File: src/rtl/mode_bank_pkg.sv
package mode_bank_pkg;
    localparam int PSR_W   = 8;
    localparam int MODE_W  = 5;
    localparam int N_BANK  = 6;
    localparam int BANK_W  = $clog2(N_BANK);
    localparam int IRQ_BIT = 7;

    typedef enum logic [MODE_W-1:0] {
        M_USR = 5'b10000,
        M_FIQ = 5'b10001,
        M_IRQ = 5'b10010,
        M_SVC = 5'b10011,
        M_ABT = 5'b10111,
        M_UND = 5'b11011,
        M_SYS = 5'b11111
    } cpu_mode_e;

    typedef enum logic [1:0] {
        EV_HOLD,
        EV_IRQ_ENTRY,
        EV_RETURN,
        EV_STATUS_WRITE
    } mode_ev_e;

    localparam logic [BANK_W-1:0] IRQ_BANK = BANK_W'(2);

    function automatic logic mode_legal(input logic [MODE_W-1:0] m);
        return (m == M_USR) || (m == M_FIQ) || (m == M_IRQ) || (m == M_SVC) ||
               (m == M_ABT) || (m == M_UND) || (m == M_SYS);
    endfunction

    function automatic logic [BANK_W-1:0] bank_of(input cpu_mode_e m);
        logic [BANK_W-1:0] b;
        unique case (m)
            M_FIQ:   b = BANK_W'(1);
            M_IRQ:   b = BANK_W'(2);
            M_SVC:   b = BANK_W'(3);
            M_ABT:   b = BANK_W'(4);
            M_UND:   b = BANK_W'(5);
            default: b = BANK_W'(0);
        endcase
        return b;
    endfunction

    function automatic logic has_saved(input cpu_mode_e m);
        return (m != M_USR) && (m != M_SYS);
    endfunction
endpackage

File: src/rtl/mode_fsm.sv
module mode_fsm
    import mode_bank_pkg::*;
(
    input  logic             clk,
    input  logic             rst_n,
    input  logic             irq_take,
    input  logic             ret_take,
    input  logic             cpsr_wr,
    input  logic [PSR_W-1:0] restore_psr,
    input  logic [PSR_W-1:0] cpsr_wdata,
    output logic [PSR_W-1:0] cpsr,
    output cpu_mode_e        mode
);
    localparam int FLAG_W = PSR_W - MODE_W;
    localparam logic [FLAG_W-1:0] FLAGS_RST = FLAG_W'(3'b110);

    cpu_mode_e         mode_q, mode_d;
    logic [FLAG_W-1:0] flags_q, flags_d;
    mode_ev_e          ev;

    always_comb begin
        if (irq_take)      ev = EV_IRQ_ENTRY;
        else if (ret_take) ev = EV_RETURN;
        else if (cpsr_wr)  ev = EV_STATUS_WRITE;
        else               ev = EV_HOLD;
    end

    always_comb begin
        mode_d  = mode_q;
        flags_d = flags_q;
        unique case (ev)
            EV_IRQ_ENTRY: begin
                mode_d  = M_IRQ;
                flags_d = {1'b1, flags_q[FLAG_W-2:0]};
            end
            EV_RETURN: begin
                flags_d = restore_psr[PSR_W-1:MODE_W];
                if (mode_legal(restore_psr[MODE_W-1:0]))
                    mode_d = cpu_mode_e'(restore_psr[MODE_W-1:0]);
            end
            EV_STATUS_WRITE: begin
                flags_d = cpsr_wdata[PSR_W-1:MODE_W];
                if (mode_legal(cpsr_wdata[MODE_W-1:0]))
                    mode_d = cpu_mode_e'(cpsr_wdata[MODE_W-1:0]);
            end
            EV_HOLD: ;
        endcase
    end

    always_ff @(posedge clk) begin
        if (!rst_n) begin
            mode_q  <= M_SVC;
            flags_q <= FLAGS_RST;
        end else begin
            mode_q  <= mode_d;
            flags_q <= flags_d;
        end
    end

    always_comb begin
        cpsr = {flags_q, mode_q};
        mode = mode_q;
    end
endmodule

File: src/rtl/banked_regs.sv
module banked_regs
    import mode_bank_pkg::*;
#(
    parameter int DATA_W = 32
) (
    input  logic              clk,
    input  logic              rst_n,
    input  logic [BANK_W-1:0] bank_idx,
    input  logic              sp_we,
    input  logic              lr_we,
    input  logic [DATA_W-1:0] wdata,
    input  logic              spsr_we,
    input  logic [PSR_W-1:0]  spsr_wdata,
    input  logic              irq_entry,
    input  logic [DATA_W-1:0] irq_lr,
    input  logic [PSR_W-1:0]  irq_spsr,
    output logic [DATA_W-1:0] sp_rd,
    output logic [DATA_W-1:0] lr_rd,
    output logic [PSR_W-1:0]  spsr_rd
);
    logic [DATA_W-1:0] sp_view   [N_BANK];
    logic [DATA_W-1:0] lr_view   [N_BANK];
    logic [PSR_W-1:0]  spsr_view [N_BANK];

    for (genvar g = 0; g < N_BANK; g++) begin : g_bank
        localparam logic [BANK_W-1:0] IDX = BANK_W'(g);
        logic [DATA_W-1:0] sp_q, lr_q;

        always_ff @(posedge clk) begin
            if (!rst_n) begin
                sp_q <= '0;
                lr_q <= '0;
            end else begin
                if (sp_we && bank_idx == IDX) sp_q <= wdata;
                if (irq_entry && IDX == IRQ_BANK) lr_q <= irq_lr;
                else if (lr_we && bank_idx == IDX) lr_q <= wdata;
            end
        end
        assign sp_view[g] = sp_q;
        assign lr_view[g] = lr_q;

        if (g == 0) begin : g_nosaved
            assign spsr_view[g] = '0;
        end else begin : g_saved
            logic [PSR_W-1:0] spsr_q;
            always_ff @(posedge clk) begin
                if (!rst_n) spsr_q <= '0;
                else if (irq_entry && IDX == IRQ_BANK) spsr_q <= irq_spsr;
                else if (spsr_we && bank_idx == IDX) spsr_q <= spsr_wdata;
            end
            assign spsr_view[g] = spsr_q;
        end
    end

    always_comb begin
        sp_rd   = sp_view[bank_idx];
        lr_rd   = lr_view[bank_idx];
        spsr_rd = spsr_view[bank_idx];
    end
endmodule

File: src/rtl/shared_regs.sv
module shared_regs #(
    parameter int DATA_W = 32,
    parameter int N_REG  = 13,
    parameter int ADDR_W = 4
) (
    input  logic              clk,
    input  logic              rst_n,
    input  logic              we,
    input  logic [ADDR_W-1:0] waddr,
    input  logic [DATA_W-1:0] wdata,
    input  logic [ADDR_W-1:0] raddr,
    output logic [DATA_W-1:0] rdata
);
    logic [DATA_W-1:0] regs_q [N_REG];

    always_ff @(posedge clk) begin
        if (!rst_n) begin
            for (int i = 0; i < N_REG; i++) regs_q[i] <= '0;
        end else if (we && int'(waddr) < N_REG) begin
            regs_q[waddr] <= wdata;
        end
    end

    always_comb begin
        rdata = '0;
        for (int i = 0; i < N_REG; i++)
            if (int'(raddr) == i) rdata = regs_q[i];
    end
endmodule

File: src/rtl/core_mode_bank.sv
module core_mode_bank
    import mode_bank_pkg::*;
#(
    parameter int          DATA_W  = 32,
    parameter int          ADDR_W  = 4,
    parameter int          N_GPR   = 13,
    parameter logic [31:0] IRQ_VEC = 32'h18
) (
    input  logic              clk,
    input  logic              rst_n,
    input  logic [ADDR_W-1:0] rd_addr,
    output logic [DATA_W-1:0] rd_data,
    input  logic              wr_en,
    input  logic [ADDR_W-1:0] wr_addr,
    input  logic [DATA_W-1:0] wr_data,
    input  logic              psr_rd_sel,
    output logic [7:0]        psr_rd_data,
    input  logic              psr_wr_en,
    input  logic              psr_wr_sel,
    input  logic [7:0]        psr_wr_data,
    input  logic              irq_req,
    input  logic [DATA_W-1:0] next_pc,
    input  logic              eret,
    output logic [4:0]        cur_mode,
    output logic              irq_masked,
    output logic              fiq_masked,
    output logic              thumb_en,
    output logic              redirect_valid,
    output logic [DATA_W-1:0] redirect_pc
);
    localparam logic [ADDR_W-1:0] SP_NUM = ADDR_W'(N_GPR);
    localparam logic [ADDR_W-1:0] LR_NUM = ADDR_W'(N_GPR + 1);
    localparam logic [ADDR_W-1:0] PC_NUM = ADDR_W'(N_GPR + 2);
    localparam logic [DATA_W-1:0] LR_ADJ = DATA_W'(4);

    logic [PSR_W-1:0]  cpsr, spsr_rd;
    cpu_mode_e         mode;
    logic [DATA_W-1:0] sp_rd, lr_rd, gpr_rd;
    logic              irq_take, ret_take, port_ok;
    logic              sp_we, lr_we, cpsr_wr, spsr_we, pc_wr;

    always_comb begin
        irq_take = irq_req && !cpsr[IRQ_BIT];
        ret_take = eret && has_saved(mode) && !irq_take;
        port_ok  = !irq_take && !ret_take;
        sp_we    = wr_en && wr_addr == SP_NUM && port_ok;
        lr_we    = wr_en && wr_addr == LR_NUM && port_ok;
        pc_wr    = wr_en && wr_addr == PC_NUM && port_ok;
        cpsr_wr  = psr_wr_en && !psr_wr_sel && port_ok;
        spsr_we  = psr_wr_en && psr_wr_sel && has_saved(mode) && port_ok;
    end

    mode_fsm u_fsm (
        .clk         (clk),
        .rst_n       (rst_n),
        .irq_take    (irq_take),
        .ret_take    (ret_take),
        .cpsr_wr     (cpsr_wr),
        .restore_psr (spsr_rd),
        .cpsr_wdata  (psr_wr_data),
        .cpsr        (cpsr),
        .mode        (mode)
    );

    banked_regs #(.DATA_W(DATA_W)) u_bank (
        .clk        (clk),
        .rst_n      (rst_n),
        .bank_idx   (bank_of(mode)),
        .sp_we      (sp_we),
        .lr_we      (lr_we),
        .wdata      (wr_data),
        .spsr_we    (spsr_we),
        .spsr_wdata (psr_wr_data),
        .irq_entry  (irq_take),
        .irq_lr     (next_pc + LR_ADJ),
        .irq_spsr   (cpsr),
        .sp_rd      (sp_rd),
        .lr_rd      (lr_rd),
        .spsr_rd    (spsr_rd)
    );

    shared_regs #(.DATA_W(DATA_W), .N_REG(N_GPR), .ADDR_W(ADDR_W)) u_gpr (
        .clk   (clk),
        .rst_n (rst_n),
        .we    (wr_en),
        .waddr (wr_addr),
        .wdata (wr_data),
        .raddr (rd_addr),
        .rdata (gpr_rd)
    );

    always_comb begin
        if (rd_addr == SP_NUM)      rd_data = sp_rd;
        else if (rd_addr == LR_NUM) rd_data = lr_rd;
        else if (rd_addr == PC_NUM) rd_data = next_pc;
        else                        rd_data = gpr_rd;

        psr_rd_data = psr_rd_sel ? spsr_rd : cpsr;
        cur_mode    = mode;
        irq_masked  = cpsr[7];
        fiq_masked  = cpsr[6];
        thumb_en    = cpsr[5];

        redirect_valid = irq_take || ret_take || pc_wr;
        if (irq_take)      redirect_pc = IRQ_VEC[DATA_W-1:0];
        else if (ret_take) redirect_pc = lr_rd - LR_ADJ;
        else if (pc_wr)    redirect_pc = wr_data;
        else               redirect_pc = '0;
    end
endmodule

File: config.mk
export PLATFORM = sky130hd
export DESIGN_NAME = core_mode_bank
export DESIGN_NICKNAME = d
export VERILOG_FILES = /design/src/rtl/mode_bank_pkg.sv /design/src/rtl/mode_fsm.sv /design/src/rtl/banked_regs.sv /design/src/rtl/shared_regs.sv /design/src/rtl/core_mode_bank.sv
export SDC_FILE = /design/constraint.sdc
export NUM_CORES = 2
export LEC_CHECK = 0
export ABC_AREA = 0
export ABC_CLOCK_PERIOD_IN_PS = 9450
export BUFFER_PORTS_ARGS = -buffer_cell sky130_fd_sc_hd__buf_2
export CORE_MARGIN = 4
export CORE_UTILIZATION = 50
export DETAILED_ROUTE_END_ITERATION = 6
export PLACE_DENSITY = 0.67
export REMOVE_ABC_BUFFERS = 1
export SLEW_MARGIN = 20
export SYNTH_ARGS = -nofsm -noshare
export SYNTH_HDL_FRONTEND = slang
export SYNTH_SLANG_ARGS = --single-unit
export TNS_END_PERCENT = 20
File: constraint.sdc
create_clock -name clk -period 9.45 [get_ports clk]
set_clock_uncertainty 0.05 [all_clocks]
set_input_delay 1.4175 -clock clk [delete_from_list [all_inputs] [get_ports clk]]
set_output_delay 1.4175 -clock clk [all_outputs]
set_load 0.03 [all_outputs]
==> results.md <==
- The hold path startpoint is u_bank.g_bank[0].sp_q[15]$_SDFFE_PN0P_.
- The total of flip-flops plus latches after synthesis is 848.
- Cells with a size suffix above 1 make up between 10% and 20% of the layout.
- Setup repair after global routing left no endpoint under its margin.
- The die height is 289 microns.
- The number of nets with antenna violations after detailed routing is 0.
- The completed layout was analyzed and its total power is 0.00889 W.
- The worst setup path is captured at a primary output.
- The startpoint kind of the worst setup timing path is a flip-flop.
- Detailed placement finished with a half-perimeter wire length of between 90,000 and 100,000 microns.
- The maximum clock insertion buffer count is 3.
- The highest clock rate is around 130 MHz.
- Of the total power, combinational logic draws a little over an eighth.
- The synthesized area per cell is 9.22 sq um.
- The final count of hold timing violations is 0.
- The final count of pins violating max slew was 0.
- The part of the power in the clock network is between 40% and 50%.
- The dominant delay contributor by cell family on the critical path is simple AND/OR/NAND/NOR gates.
- The global-route wire length before repair is ~220,000 microns.
- The path type of the worst min-delay path is reg2reg.
- Power spread over the standard cell area amounts to 202 nW/um^2.
- The final critical path takes up 78.8% of the cycle.
- The post-synthesis cell count is 4,270.
- The endpoint of the worst hold path is u_bank.g_bank[0].sp_q[15]$_SDFFE_PN0P_.
- The critical path is of the reg2out type.
- between 150 and 200 I/O pins were placed.
- The core region is roughly 78,000 sq um.
- The run finished with clean final reports.
- The highest ir drop seen on vdd is between 0.00015 and 0.0002 V.
- The first-pass iteration count of the detailed router is 7.
- The reported max-cap violation count is 0.
- The combined area of all synthesized cells is between 30,000 and 40,000 sq um.
- At the end of the flow, the number of nets in the layout was ~4,300.
- The Yosys step of the flow raised 0 warnings.
- The net switching power is 0.00247 W.
- The arrival time at the worst endpoint is around 6.0 ns.
- The die covers between 80,000 and 90,000 sq um.
- The area of all placed cells without fillers is about 44,000 sq um.
- At the pin with the least slew margin, the transition time is approximately 1.1 ns.
- TritonCTS built the clock tree.
- The placed instance area is 40,900 sq um.
- The average wire length per cell after detail routing is around 28 microns.
- The via count of the first global-routing pass was 31,600.
- The global-route usage over all layers is 35.2%.
- Counting instances, the worst hold path has a depth of 2.
- The total detailed-routing wirelength is between 150,000 and 200,000 microns.
- The fraction of the yosys area taken by sequential cells is ~54%.
- The number of antenna violations at the first check in global routing is 11.
- The horizontal die dimension is 289 microns.
- The later pin in the worst-skew pair is clocked with a latency of approximately 0.66 ns.
- The peak fanout along the critical path is 30.
- The most common flop cell mapped by yosys is sky130_fd_sc_hd__dfxtp_1.
- The number of DRC violations after detailed-routing iteration 0 is between 6,000 and 7,000.
- In this run switching power makes up roughly 28% of total power.
- The number of buffers added by the clock tree synthesis step is between 90 and 100.
- The cts-stage hold buffer count is 0.
- The most used cell along the critical path is sky130_fd_sc_hd__or4_1.
- After synthesis, the share of flip-flops with an asynchronous set or reset is 0%.
- In the routed layout, each cell is associated on average with a via count of between 6 and 7.
- Once the floorplan was initialized, standard cells occupied 50.6% of the core.
- Counting both buffers and inverters, the worst setup path holds a total of 3.
- Yosys mapped a number of flops with a built-in enable equal to around 420.
- The leakage power is 15.0 nW.
- Among all stages on the critical path, the largest delay is contributed by sky130_fd_sc_hd__dfxtp_1.
- Hold timing on the final database bottoms out at a slack of ~0.4 ns.
- The worst slew margin relative to its limit is 23.7%.
- The length in cells of the worst reg-to-reg path is 7.
- Once routing completed, OpenROAD measured the worst setup slack at 2.00 ns.
- The number of setup violations in the final report is 0.
- At the placement stage, the worst setup path has a slack of between 2 and 3 ns.
- The critical path goes through nand4bb_1, o311a_1, buf_4, a211oi_1, ha_1, inv_1, a31oi_1, nand4_2, or4_1, or4_1, a32o_1, buf_2.
- The sequential group share of total power is a little under half.
- CTS saw roughly 850 sinks.
- In this run the critical register-to-register path is captured at u_bank.g_bank[5].sp_q[1]$_SDFFE_PN0P_.
- The root buffer cell is sky130_fd_sc_hd__clkbuf_16.
- The total overflow left after global routing is 0.
- The number of H-tree levels is 3.
- Once the clock tree was built, the setup fixing pass inserted 0 buffers.
- Relative to the synthesized area, the layout overhead comes to 11.9%.
- The worst path needs approximately 7.4 ns of the cycle, external delays included.
- Yosys mapped the design onto just over 80 distinct sky130hd cell types.
- Cell internal power was estimated by the tool at between 0.006 and 0.007 W.
- The total number of vias is between 30,000 and 40,000.
- For this run, the slowest stage of the critical path takes between 0.7 and 0.8 ns.
- The number of rows in the core area is between 100 and 150.
- The critical register-to-register path startpoint is u_fsm.mode[1]$_SDFFE_PN1P_.
- Entering global routing, the biggest net connects just under 100 pins.
- Routability-driven placement finished with a final weighted congestion of just under 1.
- The worst register-to-register path has a setup slack of 5.26 ns.
- After detailed routing, the number of remaining DRC violations is 0.
- Counting the fill cells in the layout gives just under 7,000.
- Tracing the worst setup path back leads to its startpoint at u_fsm.mode[1]$_SDFFE_PN1P_.
- The number of port buffers is about 170.
- STA puts the critical path data required time at around 8 ns.
- The clock transition at the registers of the reported paths is roughly 0.060 ns.
- After clock tree synthesis, the repair step resized 0 gates.
## Yosys cell counts, drive strengths merged, types with 5 or more instances
library cell	instances	area share [%]
a211oi	31	0.59
a21boi	5	0.095
a21oi	503	6.4
a221o	28	0.71
a221oi	55	1.2
a222oi	82	2.1
a22o	13	0.29
a22oi	56	1.1
a311oi	9	0.20
a31oi	18	0.29
a32o	10	0.25
a32oi	7	0.16
and2	428	6.8
and3	17	0.27
buf	47	0.58
clkbuf	377	3.6
dfxtp	432	22
edfxtp	416	32
inv	20	0.19
mux2	23	0.66
mux2i	30	0.76
mux4	9	0.51
nand2	964	9.2
nand2b	14	0.23
nand3	88	1.1
nand3b	7	0.13
nand4	12	0.21
nor2	162	1.5
nor2b	17	0.27
nor3	22	0.28
nor4	10	0.20
o211ai	17	0.32
o21a	14	0.27
o21ai	129	1.6
o221ai	32	0.71
o22a	19	0.42
o22ai	31	0.49
o31ai	9	0.17
or2	5	0.079
or3	6	0.095
or4	7	0.13
xnor2	22	0.49
xor2	18	0.40
## metrics by stage
step / setup TNS (ns) / cells / util, %
finish: 0 / 5328 / 56.7
global route: 0 / 5327 / 56.7
CTS: 0 / 5325 / 56.6
detailed placement: 0 / 5160 / 52.7
global placement: 0 / 5160 / 52.7
floorplan: -555.68 / 3846 / -
## power groups by stage
stage | clock, W | sequential, W | combinational [W]
after floorplan | 0 | 0.00410 | 0.000556
after global placement | 0 | 0.00410 | 0.00113
after detailed placement | 0 | 0.00411 | 0.00113
after CTS | 0.00370 | 0.00403 | 0.00113
after global routing | 0.00385 | 0.00404 | 0.00121
final | 0.00368 | 0.00403 | 0.00118
## state kept, by name (all words and copies together) (netlist names)
| signal | flops |
|---|---|
| u_bank.g_bank.g_saved.spsr_q | 40 |
| u_bank.g_bank.sp_q | 192 |
| u_fsm.flags_q | 3 |
| u_fsm.mode | 5 |
| u_bank.g_bank.lr_q | 192 |
| u_gpr.regs_q | 416 |
## worst max-delay path by stage
stage	cells past startpoint	slack [ns]	end
2_1_floorplan	4	-1.97	u_gpr.regs_q[3][0]$_SDFFCE_PN0P_
3_3_place_gp	10	2.72	rd_data[27]
3_5_place_dp	10	2.75	rd_data[0]
4_1_cts	13	2.08	redirect_pc[30]
5_1_grt	12	1.77	redirect_pc[30]
6_report	12	2.00	redirect_pc[30]
## layout make-up
class                           count  area [sq um]  share of cell area [%]
Sequential cell                   848         21100                    48.0
Multi-Input combinational cell   2976         16800                    38.1
Clock buffer                      128          2610                    5.92
Timing Repair Buffer              275          1660                    3.77
Tap cell                         1040          1300                    2.96
Clock inverter                     37           453                    1.03
Inverter                           22          90.1                   0.205
Antenna cell                        2          5.00                  0.0114
## layout by cell type, fill, tap and decap left out, types with 12 or more instances in the layout
cell type	n
sky130_fd_sc_hd__a221o_1	28
sky130_fd_sc_hd__o21ai_0	119
sky130_fd_sc_hd__a211oi_1	31
sky130_fd_sc_hd__a21oi_1	502
sky130_fd_sc_hd__and2_1	426
sky130_fd_sc_hd__mux2_2	22
sky130_fd_sc_hd__o22a_1	19
sky130_fd_sc_hd__edfxtp_1	416
sky130_fd_sc_hd__nand2_1	960
sky130_fd_sc_hd__clkbuf_8	15
sky130_fd_sc_hd__xnor2_1	22
sky130_fd_sc_hd__o211ai_1	17
sky130_fd_sc_hd__xor2_1	18
sky130_fd_sc_hd__nor3_1	12
sky130_fd_sc_hd__nor2_1	140
sky130_fd_sc_hd__a22o_1	13
sky130_fd_sc_hd__buf_2	167
sky130_fd_sc_hd__a221oi_1	55
sky130_fd_sc_hd__clkbuf_16	93
sky130_fd_sc_hd__dfxtp_1	432
sky130_fd_sc_hd__nor2_2	17
sky130_fd_sc_hd__a22oi_1	56
sky130_fd_sc_hd__clkinv_1	12
sky130_fd_sc_hd__nor2b_1	14
sky130_fd_sc_hd__a222oi_1	82
sky130_fd_sc_hd__and3_1	17
sky130_fd_sc_hd__o21a_1	14
sky130_fd_sc_hd__a31oi_1	18
sky130_fd_sc_hd__o221ai_1	32
sky130_fd_sc_hd__nand3_1	88
sky130_fd_sc_hd__clkbuf_1	20
sky130_fd_sc_hd__o22ai_1	31
sky130_fd_sc_hd__inv_1	20
sky130_fd_sc_hd__buf_4	107
sky130_fd_sc_hd__mux2i_1	30
## worst min-delay path, stage by stage, from the launching register on
cell and delay, ns:
sky130_fd_sc_hd__dfxtp_1 0.30, sky130_fd_sc_hd__nand2_1 0.05, sky130_fd_sc_hd__a21oi_1 0.05
## per-layer routing
layer | track usage (%) | wire length, microns | share of wire [%]
met4 | 18.0 | 9580 | 6.4
met5 | 0 | 83 | 0.055
met1 | 47.4 | 55400 | 37
met2 | 52.0 | 64700 | 43
met3 | 9.78 | 20900 | 14
## cell families (layout without fill, tap and decap cells)
group	count (synthesis)	in the layout	share of synthesized area, %
DFF	848	848	53.7
adders and majority gates	2	2	0.0636
muxes	62	62	1.94
xor gates and xnor gates	40	40	0.890
AOI/OAI and AO/OA	1095	1095	18.0
and+or+nand+nor	1777	1777	21.0
other	0	2	0
buffers and inverters	446	462	4.38
No activity file was read; power rests on OpenSTA's default activity.
